<file path="src/rtl/madc_seq_pkg.sv">
package madc_seq_pkg;

  typedef enum logic [1:0] {
    ST_CAL    = 2'd0,
    ST_IDLE   = 2'd1,
    ST_SETTLE = 2'd2,
    ST_CONV   = 2'd3
  } seq_state_t;

  // A request may be served only while idle and after the throughput window has closed.
  function automatic logic can_serve(input seq_state_t st, input logic thru_zero);
    return (st == ST_IDLE) && thru_zero;
  endfunction

endpackage

</file>
<file path="src/rtl/madc_addr_decode.sv">
module madc_addr_decode #(
  parameter int CARD_W = 3,
  parameter int CHAN_W = 3
) (
  input  logic                     bus_req,
  input  logic [CARD_W+CHAN_W-1:0] bus_addr,
  input  logic [CARD_W-1:0]        card_addr,
  output logic                     hit,
  output logic [CHAN_W-1:0]        chan
);

  logic [CARD_W-1:0] card_field;

  assign card_field = bus_addr[CARD_W+CHAN_W-1:CHAN_W];
  assign chan       = bus_addr[CHAN_W-1:0];
  assign hit        = bus_req && (card_field == card_addr);

endmodule

</file>
<file path="src/rtl/madc_down_timer.sv">
module madc_down_timer #(
  parameter int W       = 8,
  parameter int RST_VAL = 0
) (
  input  logic         clk,
  input  logic         rst_n,
  input  logic         load,
  input  logic [W-1:0] load_val,
  output logic         zero
);

  logic [W-1:0] cnt_q;

  always_ff @(posedge clk or negedge rst_n) begin
    if (!rst_n)        cnt_q <= W'(RST_VAL);
    else if (load)     cnt_q <= load_val;
    else if (!zero)    cnt_q <= cnt_q - 1'b1;
  end

  assign zero = (cnt_q == '0);

endmodule

</file>
<file path="src/rtl/madc_card_seq.sv">
module madc_card_seq #(
  parameter int CARD_W     = 3,
  parameter int CHAN_W     = 3,
  parameter int RES_W      = 14,
  parameter int WORD_W     = 16,
  parameter int CAL_CYC    = 3000,
  parameter int SETTLE_CYC = 8,
  parameter int CONV_CYC   = 57,
  parameter int THRU_CYC   = 190
) (
  input  logic                     clk,
  input  logic                     rst_n,
  input  logic [CARD_W-1:0]        card_addr,
  input  logic                     bus_req,
  input  logic [CARD_W+CHAN_W-1:0] bus_addr,
  output logic [WORD_W-1:0]        bus_rdata,
  output logic                     bus_oe,
  output logic                     bus_wait,
  output logic [CHAN_W-1:0]        mux_sel,
  output logic                     adc_start,
  input  logic [RES_W-1:0]         adc_data
);
  import madc_seq_pkg::*;

  localparam int STEP_MAX = (CAL_CYC > CONV_CYC)
                            ? ((CAL_CYC > SETTLE_CYC) ? CAL_CYC : SETTLE_CYC)
                            : ((CONV_CYC > SETTLE_CYC) ? CONV_CYC : SETTLE_CYC);
  localparam int STEP_W   = $clog2(STEP_MAX + 1);
  localparam int THRU_W   = $clog2(THRU_CYC + 1);
  localparam int PAD_W    = WORD_W - RES_W;

  // Left-justify the converter code; unused low bits forced to zero.
  function automatic logic [WORD_W-1:0] left_justify(input logic [RES_W-1:0] code);
    return {code, {PAD_W{1'b0}}};
  endfunction

  seq_state_t          state_q, state_d;
  logic                hit;
  logic [CHAN_W-1:0]   hit_chan;
  logic                pend_q;
  logic [CHAN_W-1:0]   pend_chan_q;
  logic [CHAN_W-1:0]   mux_q;
  logic [WORD_W-1:0]   latch_q;
  logic [WORD_W-1:0]   rdata_q;
  logic                oe_q;
  logic                start_q;

  logic                step_load, step_zero;
  logic [STEP_W-1:0]   step_val;
  logic                thru_load, thru_zero;

  // Named internal events, also used by the bound checker.
  logic                ready;
  logic                svc;
  logic [CHAN_W-1:0]   svc_chan;
  logic                fire;
  logic                capture;
  logic                cal_done;
  logic                conv_busy;

  madc_addr_decode #(.CARD_W(CARD_W), .CHAN_W(CHAN_W)) u_dec (
    .bus_req   (bus_req),
    .bus_addr  (bus_addr),
    .card_addr (card_addr),
    .hit       (hit),
    .chan      (hit_chan)
  );

  // Shared step timer: calibration after reset, then settling and conversion.
  madc_down_timer #(.W(STEP_W), .RST_VAL(CAL_CYC - 1)) u_step (
    .clk      (clk),
    .rst_n    (rst_n),
    .load     (step_load),
    .load_val (step_val),
    .zero     (step_zero)
  );

  // Throughput window, opened at every start-convert.
  madc_down_timer #(.W(THRU_W), .RST_VAL(0)) u_thru (
    .clk      (clk),
    .rst_n    (rst_n),
    .load     (thru_load),
    .load_val (THRU_W'(THRU_CYC - 1)),
    .zero     (thru_zero)
  );

  assign ready     = can_serve(state_q, thru_zero);
  assign svc       = ready && (pend_q || hit);
  assign svc_chan  = pend_q ? pend_chan_q : hit_chan;
  assign cal_done  = (state_q != ST_CAL);
  assign conv_busy = (state_q == ST_SETTLE) || (state_q == ST_CONV);

  always_comb begin
    state_d   = state_q;
    step_load = 1'b0;
    step_val  = '0;
    thru_load = 1'b0;
    fire      = 1'b0;
    capture   = 1'b0;
    case (state_q)
      ST_CAL: begin
        if (step_zero) state_d = ST_IDLE;
      end
      ST_IDLE: begin
        if (svc) begin
          state_d   = ST_SETTLE;
          step_load = 1'b1;
          step_val  = STEP_W'(SETTLE_CYC - 1);
        end
      end
      ST_SETTLE: begin
        if (step_zero) begin
          state_d   = ST_CONV;
          step_load = 1'b1;
          step_val  = STEP_W'(CONV_CYC - 1);
          thru_load = 1'b1;
          fire      = 1'b1;
        end
      end
      ST_CONV: begin
        if (step_zero) begin
          state_d = ST_IDLE;
          capture = 1'b1;
        end
      end
      default: state_d = ST_IDLE;
    endcase
  end

  always_ff @(posedge clk or negedge rst_n) begin
    if (!rst_n) begin
      state_q     <= ST_CAL;
      pend_q      <= 1'b0;
      pend_chan_q <= '0;
      mux_q       <= '0;
      latch_q     <= '0;
      rdata_q     <= '0;
      oe_q        <= 1'b0;
      start_q     <= 1'b0;
    end else begin
      state_q <= state_d;
      start_q <= fire;
      oe_q    <= svc;
      rdata_q <= svc ? latch_q : '0;
      if (svc) mux_q <= svc_chan;
      if (capture) latch_q <= left_justify(adc_data);
      if (svc) begin
        pend_q <= 1'b0;
      end else if (hit && !pend_q) begin
        pend_q      <= 1'b1;
        pend_chan_q <= hit_chan;
      end
    end
  end

  assign bus_rdata = rdata_q;
  assign bus_oe    = oe_q;
  assign bus_wait  = pend_q;
  assign mux_sel   = mux_q;
  assign adc_start = start_q;

endmodule

</file>
<file path="config.mk">
export PLATFORM = sky130hd
export DESIGN_NAME = madc_card_seq
export DESIGN_NICKNAME = d
export VERILOG_FILES = /design/src/rtl/madc_seq_pkg.sv /design/src/rtl/madc_addr_decode.sv /design/src/rtl/madc_down_timer.sv /design/src/rtl/madc_card_seq.sv
export SDC_FILE = /design/constraint.sdc
export NUM_CORES = 1
export LEC_CHECK = 0
export ABC_AREA = 1
export BUFFER_PORTS_ARGS = -buffer_cell sky130_fd_sc_hd__buf_2
export CAP_MARGIN = 20
export CORE_MARGIN = 3
export CORE_UTILIZATION = 30
export DETAILED_ROUTE_END_ITERATION = 8
export PLACE_DENSITY = 0.59
export REMOVE_ABC_BUFFERS = 1
export SLEW_MARGIN = 20
export SYNTH_ARGS = -nofsm -noshare
export SYNTH_HDL_FRONTEND = slang
export SYNTH_SLANG_ARGS = --single-unit
</file>
<file path="constraint.sdc">
create_clock -name clk -period 2 [get_ports clk]
set_input_delay 0.5 -clock clk [delete_from_list [all_inputs] [get_ports clk]]
set_output_delay 0.5 -clock clk [all_outputs]
set_load 0.02 [all_outputs]
</file>
==> impl_metrics.ini <==
[worst_setup_path]
arrival_ns = 1.95
critical_setup_path_kind = flip-flop to flip-flop
cp.required_ns = 2.23
crit-reg2reg-capture = u_step.cnt_q[6]$_DFFE_PN0P_
rrSetupSlack_ns = 0.28
critical_path.max_fanout = 9
end_kind = flip-flop
r2r_start = u_thru.cnt_q[0]$_DFFE_PN0P_
r2r_cells = 7
cp_startpoint_kind = flip-flop

[synth]
synth_warnings = 0
mappedNetlistArea_um2 = 2890
synth-async-reset-ratio = 1.00
most_common_cell_in_the_synthesized_netlist = sky130_fd_sc_hd__nand2_1
post-synth-top-area-fraction = 0.433
synth-edff-count = 0
yosys_most_used_dff = sky130_fd_sc_hd__dfrtp_1
yosys_register_bits = 59
synth.area.top_cells = sky130_fd_sc_hd__dfrtp_1 (43%), sky130_fd_sc_hd__nand2_1 (9.2%), sky130_fd_sc_hd__dfstp_2 (8.2%), sky130_fd_sc_hd__inv_1 (6.9%), sky130_fd_sc_hd__nor2_1 (6.1%)
synthDominantAreaCellType = sky130_fd_sc_hd__dfrtp_1
yosysUniqueCellTypes = 31
average_cell_area_after_synthesis_um2 = 8.76
post_synth_most_frequent_cells = sky130_fd_sc_hd__nand2_1 (71), sky130_fd_sc_hd__inv_1 (53), sky130_fd_sc_hd__dfrtp_1 (50)
synth_seq_area_share = 0.514
post_synth_inst_count = 330

[final_layout]
num_antenna_cells = 0
layout.cell_area.non_filler_um2 = 3460
nNetsFinal = 416
drive_above_1_share = 0.281
synthToLayoutAreaGrowth_pct = 19.5

[routing]
initialDrtViolationCount = 97
dr_total_vias = 2210
routed_wl_um = 5310
antenna_viol_nets_final = 0
vias_per_cell = 4.27
post-route-drc-count = 0
met1_wire_length_um = 2360
drt_pass1_iterations = 4
route.met2.wl_um = 2670
wire_per_inst_um = 10.3
top_layer = met4
wl_met3_um = 196

[cts]
clock_sink_total = 59
numCtsBuffers = 9
cts_setup_buffers = 0
clock-root-buffer = sky130_fd_sc_hd__clkbuf_8
clock_tree_from_tritoncts = done
cts-htree-levels = 3
cts_hold_buf = 0
clk-insertion-delay-late_ns = 0.34
cts_resized = 0
clock_tree.buffer_depth = 2
worst_setup_hold_path_clk_slew_ns = 0.07

[global_route]
antenna_found_initial = 0
grt_remaining_overflow = 0
grt_pass1_vias = 2218
gr-usage-all-layers = 0.107
grt_max_degree = 60
grt_pass1_wl_um = 9490

[status]
run_status = finished clean

[floorplan]
die-width_um = 104
die_outline_area_um2 = 10900
initial_utilization = 0.311
die-height_um = 104
placement_rows = 35
floorplan.io_pins = 48
core_um2 = 9280

[sta]
setup_viol = 0
fin_setup_tns_ns = 0
final-hold-violation-count = 0
slew_violations = 0
fin_crit_sh = 0.860
worst_clock_skew_ns = 0.00790
fmax_mhz = 582
rsz0062_at_grt = false
fin_crit_ns = 1.72

[placement]
postPlaceCellArea_um2 = 3260
hpwl_um = 3850
io_buffer_count = 45
gp_routability_congestion = 0.758

[pwr]
power-per-cell-area_nw_per_um2 = 690
irDropWorstVdd_v = 0.000338
p_leak_nw = 1.92

[job]
maxCapViolations = 0

[hold_path]
hp-class = primary input to asynchronous set/reset pin
layer usage:
layer,track usage,vias to the layer above
met5,0,-
met4,0.0513,0
met3,0.0354,9
met2,0.176,34
met1,0.124,1044
li1,-,1123
layout make-up:
cell class                 instances  area, um2
clock inverter                     5       52.6
inverter                          54        203
tap                              129        161
timing repair buffer              47        253
sequential                        59       1490
fill                             978       5830
multi-input combinational        212       1160
clock buffer                      11        141
critical path: stages, from the launching register on:
cell                      delay [ns]
sky130_fd_sc_hd__dfrtp_1        0.36
sky130_fd_sc_hd__inv_1          0.12
sky130_fd_sc_hd__ha_1           0.22
sky130_fd_sc_hd__nand3_2        0.11
sky130_fd_sc_hd__nor3b_2        0.27
sky130_fd_sc_hd__nand3_2        0.25
sky130_fd_sc_hd__nand2_2        0.21
sky130_fd_sc_hd__nor2_1         0.07
sequential cells by signal, indices dropped and copies added, names as in the netlist:
register,count
bus_wait,1
adc_start,1
mux_sel,3
bus_rdata,14
state_q,2
latch_q,14
u_step.cnt_q,12
pend_chan_q,3
u_thru.cnt_q,8
bus_oe,1
power breakdown:
group | switching, mW | internal (mW)
Sequential | 0.00441 | 1.21
Clock | 0.475 | 0.603
Combinational | 0.0572 | 0.0365
Total | 0.536 | 1.85
layout by cell type, fill, tap and decap left out:
cell type / Yosys / layout
sky130_fd_sc_hd__xor2_1: 5 / 5
sky130_fd_sc_hd__nor2_8: 1 / 1
sky130_fd_sc_hd__nand3_1: 10 / 10
sky130_fd_sc_hd__dfrtp_1: 50 / 50
sky130_fd_sc_hd__o21ai_0: 8 / 8
sky130_fd_sc_hd__xnor2_1: 1 / 1
sky130_fd_sc_hd__inv_1: 53 / 53
sky130_fd_sc_hd__buf_4: 2 / 1
sky130_fd_sc_hd__o211ai_1: 3 / 3
sky130_fd_sc_hd__nor2_4: 3 / 3
sky130_fd_sc_hd__nor2_1: 47 / 47
sky130_fd_sc_hd__nand2_1: 71 / 71
sky130_fd_sc_hd__nor3_1: 6 / 6
sky130_fd_sc_hd__a21oi_2: 14 / 14
sky130_fd_sc_hd__clkbuf_1: 0 / 1
sky130_fd_sc_hd__bufinv_16: 0 / 1
sky130_fd_sc_hd__nand2_2: 3 / 3
sky130_fd_sc_hd__ha_1: 7 / 7
sky130_fd_sc_hd__nor3b_2: 1 / 1
sky130_fd_sc_hd__nor2_2: 8 / 8
sky130_fd_sc_hd__nand2_4: 3 / 3
sky130_fd_sc_hd__clkbuf_8: 0 / 10
sky130_fd_sc_hd__a31oi_1: 1 / 1
sky130_fd_sc_hd__o21ai_1: 3 / 3
sky130_fd_sc_hd__dfstp_2: 9 / 9
sky130_fd_sc_hd__clkinvlp_4: 0 / 1
sky130_fd_sc_hd__conb_1: 1 / 2
sky130_fd_sc_hd__nand3_2: 4 / 4
sky130_fd_sc_hd__and3_1: 1 / 1
sky130_fd_sc_hd__a21oi_1: 1 / 1
sky130_fd_sc_hd__inv_2: 1 / 1
sky130_fd_sc_hd__buf_2: 2 / 45
sky130_fd_sc_hd__nand3b_1: 3 / 3
sky130_fd_sc_hd__clkinv_2: 0 / 3
sky130_fd_sc_hd__nand4_1: 6 / 6
sky130_fd_sc_hd__buf_12: 0 / 1
kinds of logic (layout without fill, tap and decap cells):
logic type	after synthesis	after routing	synth area share
other	1	2	0.00130
xor gates and xnor gates	6	6	0.0182
AOI/OAI and AO/OA	30	30	0.0731
buffers and inverters	60	117	0.0865
and+or+nand+nor	167	167	0.276
adders and majority gates	7	7	0.0303
DFF	59	59	0.514
how the worst max path moves through the flow:
stage,from,end,depth (start not counted)
finish,u_thru.cnt_q[0]$_DFFE_PN0P_,u_step.cnt_q[6]$_DFFE_PN0P_,7
global placement,u_thru.cnt_q[0]$_DFFE_PN0P_,u_step.cnt_q[6]$_DFFE_PN0P_,7
detailed placement,u_thru.cnt_q[0]$_DFFE_PN0P_,u_step.cnt_q[6]$_DFFE_PN0P_,7
global route,u_thru.cnt_q[0]$_DFFE_PN0P_,u_step.cnt_q[6]$_DFFE_PN0P_,7
floorplan,u_thru.cnt_q[0]$_DFFE_PN0P_,state_q[0]$_DFFE_PN0P_,9
CTS,u_thru.cnt_q[0]$_DFFE_PN0P_,u_step.cnt_q[6]$_DFFE_PN0P_,7
per-stage QoR:
stage / setup WS, ns / hold slack (ns) / total power [mW] / cells / util
finish: 0.280 / 0.147 / 2.39 / 517 / 0.372
global route: 0.110 / 0.149 / 2.48 / 517 / 0.372
CTS: 0.263 / 0.150 / 2.43 / 517 / 0.372
detailed placement: 0.277 / 0.469 / 1.33 / 501 / 0.351
global placement: 0.267 / 0.463 / 1.33 / 501 / 0.351
floorplan: 0.169 / 0.204 / 1.27 / 325 / -
(Power assumes the default switching activity.)
